<file path="src/rtl/spi_regfront_pkg.sv">
package spi_regfront_pkg;
    localparam int unsigned NREG     = 10;
    localparam int unsigned IDX_CTRL = 0;
    localparam int unsigned IDX_CFG  = 1;
    localparam int unsigned IDX_TX   = 2;
    localparam int unsigned IDX_RX   = 3;
    localparam int unsigned IDX_IEN  = 4;
    localparam int unsigned IDX_STAT = 5;
    localparam int unsigned IDX_DMA  = 6;
    localparam int unsigned IDX_PER  = 7;
    localparam int unsigned IDX_TST  = 8;
    localparam int unsigned IDX_MSG  = 9;

    localparam int unsigned CTL_EN      = 0;
    localparam int unsigned CTL_XCH     = 2;
    localparam int unsigned CTL_SMC     = 3;
    localparam int unsigned CTL_MODE_LO = 4;
    localparam int unsigned CTL_SEL_LO  = 18;
    localparam int unsigned CTL_BL_LO   = 20;

    localparam int unsigned ST_W  = 6;
    localparam int unsigned ST_TE = 0;
    localparam int unsigned ST_TF = 1;
    localparam int unsigned ST_RR = 2;
    localparam int unsigned ST_RF = 3;
    localparam int unsigned ST_RO = 4;
    localparam int unsigned ST_TC = 5;

    localparam logic [31:0] RX_EMPTY_WORD = 32'hDEAD_BEEF;

    typedef enum logic [1:0] {
        LS_IDLE   = 2'd0,
        LS_LAUNCH = 2'd1,
        LS_BUSY   = 2'd2
    } launch_state_e;
endpackage

</file>
<file path="src/rtl/spi_regfront_fifo.sv">
module spi_regfront_fifo #(
    parameter int W     = 32,
    parameter int DEPTH = 4
) (
    input  logic         clk,
    input  logic         rst_n,
    input  logic         flush,
    input  logic         push,
    input  logic [W-1:0] wdata,
    input  logic         pop,
    output logic [W-1:0] rdata,
    output logic         empty,
    output logic         full
);
    localparam int PW = (DEPTH > 1) ? $clog2(DEPTH) : 1;
    localparam int CW = $clog2(DEPTH + 1);

    logic [W-1:0]  mem [DEPTH];
    logic [PW-1:0] wp, rp;
    logic [CW-1:0] cnt;
    logic          do_push, do_pop;

    assign empty   = (cnt == '0);
    assign full    = (cnt == CW'(DEPTH));
    assign do_push = push && !full;
    assign do_pop  = pop && !empty;
    assign rdata   = mem[rp];

    function automatic logic [PW-1:0] step(input logic [PW-1:0] p);
        return (p == PW'(DEPTH - 1)) ? '0 : p + 1'b1;
    endfunction

    always_ff @(posedge clk or negedge rst_n) begin
        if (!rst_n) begin
            wp  <= '0;
            rp  <= '0;
            cnt <= '0;
        end else if (flush) begin
            wp  <= '0;
            rp  <= '0;
            cnt <= '0;
        end else begin
            if (do_push) wp <= step(wp);
            if (do_pop)  rp <= step(rp);
            if (do_push && !do_pop)      cnt <= cnt + 1'b1;
            else if (do_pop && !do_push) cnt <= cnt - 1'b1;
        end
    end

    always_ff @(posedge clk) begin
        if (do_push && !flush) mem[wp] <= wdata;
    end

    AST_NO_OVERFLOW: assert property (@(posedge clk) disable iff (!rst_n)
        (full && !flush && !do_pop) |=> full);
    AST_NO_UNDERFLOW: assert property (@(posedge clk) disable iff (!rst_n)
        (empty && !flush && !push) |=> empty);
endmodule

</file>
<file path="src/rtl/spi_regfront_launch.sv">
module spi_regfront_launch
    import spi_regfront_pkg::*;
(
    input  logic clk,
    input  logic rst_n,
    input  logic flush,
    input  logic req,
    input  logic done,
    output logic ready,
    output logic active,
    output logic waiting,
    output logic start
);
    launch_state_e state_q, state_d;

    always_comb begin
        state_d = state_q;
        unique case (state_q)
            LS_IDLE:   if (req)  state_d = LS_LAUNCH;
            LS_LAUNCH:           state_d = LS_BUSY;
            LS_BUSY:   if (done) state_d = LS_IDLE;
            default:             state_d = LS_IDLE;
        endcase
        if (flush) state_d = LS_IDLE;
    end

    always_ff @(posedge clk or negedge rst_n) begin
        if (!rst_n) state_q <= LS_IDLE;
        else        state_q <= state_d;
    end

    always_comb begin
        ready   = 1'b0;
        active  = 1'b0;
        waiting = 1'b0;
        start   = 1'b0;
        unique case (state_q)
            LS_IDLE:   ready = 1'b1;
            LS_LAUNCH: begin active = 1'b1; start = 1'b1; end
            LS_BUSY:   begin active = 1'b1; waiting = 1'b1; end
            default:   ready = 1'b1;
        endcase
    end

    AST_START_PULSE: assert property (@(posedge clk) disable iff (!rst_n)
        start |=> !start);
endmodule

</file>
<file path="src/rtl/spi_regfront_csdrv.sv">
module spi_regfront_csdrv #(
    parameter int NCS = 4
) (
    input  logic                   clk,
    input  logic                   rst_n,
    input  logic                   clear,
    input  logic                   update,
    input  logic [$clog2(NCS)-1:0] sel,
    output logic [NCS-1:0]         cs_n
);
    for (genvar i = 0; i < NCS; i++) begin : g_line
        always_ff @(posedge clk or negedge rst_n) begin
            if (!rst_n)      cs_n[i] <= 1'b1;
            else if (clear)  cs_n[i] <= 1'b1;
            else if (update) cs_n[i] <= (sel != $clog2(NCS)'(i));
        end
    end

    AST_CS_SINGLE: assert property (@(posedge clk) disable iff (!rst_n)
        $countones(~cs_n) <= 1);
endmodule

</file>
<file path="src/rtl/spi_regfront.sv">
module spi_regfront
    import spi_regfront_pkg::*;
#(
    parameter int ADDR_W     = 12,
    parameter int FIFO_DEPTH = 64,
    parameter int NCS        = 4
) (
    input  logic              clk,
    input  logic              rst_n,
    input  logic              bus_sel,
    input  logic              bus_wr,
    input  logic [ADDR_W-1:0] bus_addr,
    input  logic [31:0]       bus_wdata,
    output logic [31:0]       bus_rdata,
    output logic              irq,
    output logic [NCS-1:0]    cs_n,
    output logic              xfer_start,
    output logic [12:0]       burst_len,
    input  logic              eng_tx_pop,
    output logic [31:0]       eng_tx_data,
    output logic              eng_tx_empty,
    input  logic              eng_rx_push,
    input  logic [31:0]       eng_rx_data,
    input  logic              eng_done
);
    localparam int SELW = $clog2(NCS);

    logic [31:0] ctrl_q, cfg_q, ien_q, dma_q, per_q, tst_q;
    logic        ro_q, tc_q;

    // decode
    int unsigned idx;
    logic        hit, wr_ev, rd_ev;
    assign idx   = 32'(bus_addr[ADDR_W-1:2]);
    assign hit   = bus_sel && (bus_addr[1:0] == 2'b00) && (idx < NREG);
    assign wr_ev = hit && bus_wr;
    assign rd_ev = hit && !bus_wr;

    logic wr_ctrl, wr_tx, wr_stat, rd_rx;
    assign wr_ctrl = wr_ev && (idx == IDX_CTRL);
    assign wr_tx   = wr_ev && (idx == IDX_TX);
    assign wr_stat = wr_ev && (idx == IDX_STAT);
    assign rd_rx   = rd_ev && (idx == IDX_RX);

    // current and written control views
    logic            en, master, new_master;
    logic [SELW-1:0] sel_q, sel_new;
    logic [NCS-1:0]  mode_q, mode_new;
    assign en         = ctrl_q[CTL_EN];
    assign sel_q      = ctrl_q[CTL_SEL_LO +: SELW];
    assign mode_q     = ctrl_q[CTL_MODE_LO +: NCS];
    assign master     = mode_q[sel_q];
    assign sel_new    = bus_wdata[CTL_SEL_LO +: SELW];
    assign mode_new   = bus_wdata[CTL_MODE_LO +: NCS];
    assign new_master = mode_new[sel_new];

    logic soft_rst;
    assign soft_rst = wr_ctrl && !bus_wdata[CTL_EN];

    // FIFOs
    logic        tx_empty, tx_full, rx_empty, rx_full;
    logic        tx_push, tx_pop, rx_push, rx_pop;
    logic [31:0] rx_head;
    assign tx_push = wr_tx && en && !tx_full;
    assign tx_pop  = eng_tx_pop && !tx_empty;
    assign rx_push = eng_rx_push && !rx_full;
    assign rx_pop  = rd_rx && en && !rx_empty;

    spi_regfront_fifo #(.W(32), .DEPTH(FIFO_DEPTH)) u_txq (
        .clk(clk), .rst_n(rst_n), .flush(soft_rst),
        .push(tx_push), .wdata(bus_wdata), .pop(tx_pop),
        .rdata(eng_tx_data), .empty(tx_empty), .full(tx_full)
    );

    spi_regfront_fifo #(.W(32), .DEPTH(FIFO_DEPTH)) u_rxq (
        .clk(clk), .rst_n(rst_n), .flush(soft_rst),
        .push(rx_push), .wdata(eng_rx_data), .pop(rx_pop),
        .rdata(rx_head), .empty(rx_empty), .full(rx_full)
    );

    assign eng_tx_empty = tx_empty;

    // start requests
    logic req_tx, req_ctrl, launch_req;
    logic lz_ready, lz_active, lz_waiting, done_evt;
    assign req_tx = tx_push && master && ctrl_q[CTL_SMC];
    assign req_ctrl = wr_ctrl && bus_wdata[CTL_EN] && new_master &&
        ((bus_wdata[CTL_SMC] && !ctrl_q[CTL_SMC] && !tx_empty) ||
         (bus_wdata[CTL_XCH] && !ctrl_q[CTL_XCH] && !bus_wdata[CTL_SMC]));
    assign launch_req = req_tx || req_ctrl;
    assign done_evt   = eng_done && lz_waiting;

    spi_regfront_launch u_launch (
        .clk(clk), .rst_n(rst_n), .flush(soft_rst),
        .req(launch_req), .done(eng_done),
        .ready(lz_ready), .active(lz_active), .waiting(lz_waiting),
        .start(xfer_start)
    );

    spi_regfront_csdrv #(.NCS(NCS)) u_cs (
        .clk(clk), .rst_n(rst_n), .clear(soft_rst),
        .update(wr_ctrl && bus_wdata[CTL_EN] && new_master),
        .sel(sel_new), .cs_n(cs_n)
    );

    // register state
    always_ff @(posedge clk or negedge rst_n) begin
        if (!rst_n) begin
            ctrl_q <= '0; cfg_q <= '0; ien_q <= '0;
            dma_q  <= '0; per_q <= '0; tst_q <= '0;
            ro_q   <= 1'b0; tc_q <= 1'b0;
        end else if (soft_rst) begin
            ctrl_q <= '0; cfg_q <= '0; ien_q <= '0;
            dma_q  <= '0; per_q <= '0; tst_q <= '0;
            ro_q   <= 1'b0; tc_q <= 1'b0;
        end else begin
            if (wr_ctrl) ctrl_q <= bus_wdata;
            if ((launch_req && lz_ready) || lz_active) ctrl_q[CTL_XCH] <= 1'b1;
            if (done_evt) ctrl_q[CTL_XCH] <= 1'b0;
            if (wr_ev && idx == IDX_CFG) cfg_q <= bus_wdata;
            if (wr_ev && idx == IDX_IEN) ien_q <= bus_wdata;
            if (wr_ev && idx == IDX_DMA) dma_q <= bus_wdata;
            if (wr_ev && idx == IDX_PER) per_q <= bus_wdata;
            if (wr_ev && idx == IDX_TST) tst_q <= bus_wdata;
            if (wr_stat && bus_wdata[ST_RO]) ro_q <= 1'b0;
            if (eng_rx_push && rx_full)      ro_q <= 1'b1;
            if (wr_stat && bus_wdata[ST_TC]) tc_q <= 1'b0;
            if (done_evt)                    tc_q <= 1'b1;
        end
    end

    // status, interrupt, read mux
    logic [ST_W-1:0] stat;
    always_comb begin
        stat        = '0;
        stat[ST_TE] = tx_empty;
        stat[ST_TF] = tx_full;
        stat[ST_RR] = !rx_empty;
        stat[ST_RF] = rx_full;
        stat[ST_RO] = ro_q;
        stat[ST_TC] = tc_q;
    end

    assign irq       = |(stat & ien_q[ST_W-1:0]);
    assign burst_len = {1'b0, ctrl_q[CTL_BL_LO +: 12]} + 13'd1;

    always_comb begin
        bus_rdata = '0;
        if (rd_ev) begin
            case (idx)
                IDX_CTRL: bus_rdata = ctrl_q;
                IDX_CFG:  bus_rdata = cfg_q;
                IDX_RX:   bus_rdata = !en ? '0 : (rx_empty ? RX_EMPTY_WORD : rx_head);
                IDX_IEN:  bus_rdata = ien_q;
                IDX_STAT: bus_rdata = 32'(stat);
                IDX_DMA:  bus_rdata = dma_q;
                IDX_PER:  bus_rdata = per_q;
                IDX_TST:  bus_rdata = tst_q;
                default:  bus_rdata = '0;
            endcase
        end
    end

    AST_FLUSH_EMPTIES: assert property (@(posedge clk) disable iff (!rst_n)
        soft_rst |=> (tx_empty && rx_empty && !ctrl_q[CTL_EN]));
    AST_START_NEEDS_EN: assert property (@(posedge clk) disable iff (!rst_n)
        xfer_start |-> ctrl_q[CTL_EN]);
    AST_RX_OVERFLOW_FLAG: assert property (@(posedge clk) disable iff (!rst_n)
        (eng_rx_push && rx_full && !soft_rst) |=> ro_q);
    AST_XCH_WHILE_BUSY: assert property (@(posedge clk) disable iff (!rst_n)
        (lz_active && !soft_rst) |-> ctrl_q[CTL_XCH]);
endmodule

</file>
<file path="config.mk">
export PLATFORM = sky130hd
export DESIGN_NAME = spi_regfront
export DESIGN_NICKNAME = d
export VERILOG_FILES = /design/src/rtl/spi_regfront_pkg.sv /design/src/rtl/spi_regfront_fifo.sv /design/src/rtl/spi_regfront_launch.sv /design/src/rtl/spi_regfront_csdrv.sv /design/src/rtl/spi_regfront.sv
export SDC_FILE = /design/constraint.sdc
export NUM_CORES = 2
export LEC_CHECK = 0
export CELL_PAD_IN_SITES_DETAIL_PLACEMENT = 1
export CELL_PAD_IN_SITES_GLOBAL_PLACEMENT = 2
export CORE_MARGIN = 2
export CORE_UTILIZATION = 50
export CTS_BUF_LIST = sky130_fd_sc_hd__clkbuf_16
export DETAILED_ROUTE_END_ITERATION = 6
export HOLD_SLACK_MARGIN = 0.06
export PLACE_DENSITY = 0.87
export SYNTH_ARGS = -nofsm -noshare
export SYNTH_HDL_FRONTEND = slang
export SYNTH_SLANG_ARGS = --single-unit
</file>
<file path="constraint.sdc">
create_clock -name clk -period 4.9 [get_ports clk]
set_input_delay 1.47 -clock clk [delete_from_list [all_inputs] [get_ports clk]]
set_output_delay 1.47 -clock clk [all_outputs]
set_load 0.005 [all_outputs]
</file>
==> impl_metrics.tcl <==
set metrics [dict create \
    die_w_um 586 \
    max-slew-margin-rel_pct -6.23 \
    finalMaxSlewViolations 50 \
    grt_max_degree 110 \
    dr_total_vias 110000 \
    p_sw_mw 29.2 \
    async_reset_ff_share_pct 5.49 \
    via_per_inst 7.44 \
    syn_nets 8343 \
    dieHeight_um 586 \
    root_buffer "clkbuf_16" \
    drc 5 \
    finalSetupTns_ns -41.75 \
    cts_sinks 4334 \
    grt_pass1_vias 106000 \
    dpl.hpwl_mm 351 \
    grt-ovfl-total 0 \
    ys_seq_area_share_pct 76.1 \
    cp-end-kind "primary output" \
    arrival_ns 4.58 \
    rows 213 \
    syn_inst 8237 \
    cts_buffers 419 \
    initial_core_util_pct 50.3 \
    worstPathCellList "buf_12 -> buf_12 -> buf_4 -> buf_12 -> buf_12 -> buf_16 -> mux2i_1 -> a22oi_1 -> nand3_1 -> buf_6 -> nand4_1 -> nor3_4 -> buf_6 -> o21a_1 -> nor2_2 -> buf_2" \
    antenna_found_initial 61 \
    crit_required_ns 3.43 \
    nets 9904 \
    hold_path.class "primary input to async pin" \
    core_area_um2 337000 \
    p_leak_nw 68.4 \
    drt_iter0_drc 20800 \
    avgSynthCellArea_um2 20.6 \
    clock_skew_ns 0.0664 \
    htreeDepth 5 \
    critPathLaunchType "flop" \
    setup_ws_ns -1.15 \
    crit_path_max_incr_delay_ns 0.53 \
    crit_top_cell "buf_12" \
    wl_mm 731 \
    period_minus_slack_ns 6.05 \
    pre_cts_ws_ns -1.88 \
    synth_largest_area_cell "edfxtp_1" \
    ant_nets 0 \
    power_density_nw_per_um2 463 \
    sw_frac_of_total_pct 29.9 \
    die_area_um2 344000 \
    synthDistinctLibCells 80 \
    drt_first_pass_iters 7 \
    ir_drop_mv 0.542 \
    yosysTopAreaCellShare_pct 72.6 \
    final_area_um2 210000 \
    ys_ff_latch 4334 \
    worst_slew_pin_slew_ns 1.59 \
    rsz0062_at_grt "yes" \
    seq_power_share_pct 42.9 \
    syn-cell-area_um2 169000 \
    comb_power_share_pct 20.9 \
    nFillCells 27600 \
    power.share.clock_pct 36.2 \
    path_delay_family "buffers and inverters" \
    status "complete, but fails checks" \
    cap_violations 1 \
    final_cells 14700 \
    hold_violations 0 \
    clock_path_buffers 4 \
    fmax_mhz 165 \
    internal_power_mw 68.3 \
    critPathSlowestCell "dfrtp_4" \
    drive_above_1_share_pct 38.2 \
    setup_viol 65 \
    track_usage_pct 39.1 \
    synth_ff_type "edfxtp_1" \
    cp_num_buf_inv 9 \
    grt_pass1_wl_mm 914 \
    cts-hold-fix-buffers 0 \
    syn_to_final_growth_pct 24.1 \
    fin_crit_sh_pct 123 \
    crit_fanout 13 \
    place_area_um2 187000 \
    violations "design-rule violations, max-capacitance violations, max-slew violations, negative setup slack" \
    yosysWarnings 0 \
    port_buffers 166 \
    clkTransAtPathRegs_ns 0.07 \
    gp_congestion 0.964 \
    postLayoutCoreUtil_pct 62.4 \
    power_mw 97.5 \
    synth_edf_count 4096 \
    synthTopCellsByArea "edfxtp_1, mux4_2, dfrtp_1, mux2i_1, nor2_1" \
    whs_ns 0.515 \
    place_inst 13500 \
    wire_per_inst_um 49.7 \
    io_pins 167 \
    clock_latency_ns 1.04 \
    cts_tree "yes" \
    critical_path_class "flop to primary output" \
]
==> power by group through the flow <==
stage	Combinational [mW]	Sequential [mW]	Clock (mW)
after floorplan	8.08	42.0	0
after global placement	14.5	42.4	0
after detailed placement	15.1	42.5	0
after CTS	17.2	41.7	33.5
after global routing	20.4	41.7	35.9
final	20.4	41.8	35.3
==> cells in the final DEF (no fill, tap or decap), types with 24 or more instances in the layout <==
cell             Yosys  final
nand2_1            343    318
nor3_1              50     24
mux2i_1            484    415
clkinvlp_4           0     25
mux2i_4              0     35
nor2_4               1    136
clkdlybuf4s50_1      0     26
buf_8                0     33
a22oi_1            149    101
buf_2              103     97
inv_1               33     99
buf_6               32    145
nand4_1             28     28
a22oi_2              0     48
buf_4               52    847
dfrtp_1            234    219
a22o_1              37     32
buf_16               0     61
clkinv_1             1     89
buf_12               0    357
a21oi_1            184    137
nor2b_1             35     25
edfxtp_1          4096   4096
nand3_1             92     63
nor2_1             398    245
o22ai_1             60     25
mux4_2             987    987
mux2i_2              0     34
diode_2              0     48
mux2_2              38     28
a21oi_2              0     31
o211ai_1            26     26
clkbuf_16            0    436
o21ai_0            122     75
bufinv_16            0     53
clkinv_2             0     77
==> worst paths after layout <==
check | to | cells after the start | slack, ns | start
min reg2reg | tst_q[23]$_DFFE_PN0P_ | 2 | 0.53 | tst_q[23]$_DFFE_PN0P_
min in group clk | tst_q[23]$_DFFE_PN0P_ | 2 | 0.53 | tst_q[23]$_DFFE_PN0P_
max in group asynchronous | dma_q[9]$_DFFE_PN0P_ | 2 | 3.15 | rst_n
min | ctrl_q[1]$_DFFE_PN0P_ | 1 | 0.51 | rst_n
max reg2reg | u_txq.cnt[6]$_DFFE_PN0P_ | 13 | 1.28 | u_txq.cnt[2]$_DFFE_PN0P_
max | bus_rdata[6] | 16 | -1.15 | u_rxq.rp[0]$_DFFE_PN0P_
==> Yosys cell counts, drive strengths merged (9+ instances only) <==
| master | number |
|---|---|
| a221oi | 39 |
| nor2 | 401 |
| clkbuf | 233 |
| edfxtp | 4096 |
| nand3b | 16 |
| a21oi | 184 |
| and2 | 14 |
| nand2 | 343 |
| mux2 | 38 |
| nor2b | 35 |
| xor2 | 9 |
| nand3 | 94 |
| buf | 236 |
| a2111oi | 11 |
| nor3 | 53 |
| a22oi | 149 |
| o22ai | 60 |
| and3 | 21 |
| ha | 21 |
| o211ai | 26 |
| dfrtp | 234 |
| xnor2 | 15 |
| nor4 | 16 |
| inv | 33 |
| a211oi | 47 |
| a22o | 37 |
| o221ai | 27 |
| nand2b | 14 |
| o21ai | 122 |
| mux2i | 484 |
| a31oi | 23 |
| mux4 | 987 |
| nand4 | 28 |
==> cell families (layout without fill, tap and decap cells) <==
group / Yosys count / in the layout / synth area share (%)
compound gates: 777 / 777 / 3.05
mux: 1509 / 1509 / 16.2
xor+xnor: 24 / 24 / 0.129
buf+inv: 503 / 2420 / 1.45
flops: 4334 / 4334 / 76.1
other cells: 0 / 48 / 0
fa+ha+maj: 23 / 23 / 0.179
simple gates: 1067 / 1067 / 2.85
==> worst reg2reg max path: cells and delay by family, from the launching register on <==
| family | cells | cell delay, ns |
|---|---|---|
| AOI/OAI and AO/OA | 4 | 0.81 |
| adders and majority gates | 1 | 0.40 |
| and+or+nand+nor | 6 | 1.63 |
| buffers and inverters | 2 | 0.29 |
| DFF | 1 | 0.43 |
==> layer usage <==
metal	part of all wire [%]	vias to the layer above	global-route usage (%)
met5	0.047	-	0
met4	11	38	28.8
met3	14	3688	10.8
met2	46	12800	61.6
met1	30	55700	46.3
li1	-	37300	-
==> final cells by class <==
type	instances	area, um^2	area share (%)
antenna	48	120	0.0571
tap	4515	5650	2.69
timing repair buffer	1609	18700	8.91
clock inverter	354	3280	1.56
inverter	34	155	0.0738
multi-input combinational	3400	42800	20.3
sequential	4334	129000	61.3
clock buffer	423	10600	5.03
==> repair_timing <==
item                                   in CTS  in global routing
gates cloned                               34                 14
resized for setup                         900                545
endpoints found under the hold margin       0                  0
setup endpoints to repair                  67                 68
buffers inserted                          190                244
pin swaps                                 156                167
==> flip-flops by register name, indices dropped and copies added, names as in the netlist, 7 cells and up <==
name,flops
u_txq.mem,2048
per_q,32
u_txq.cnt,7
tst_q,32
ctrl_q,32
ien_q,32
u_rxq.mem,2048
u_rxq.cnt,7
cfg_q,32
dma_q,32
(Power assumes the default switching activity.)
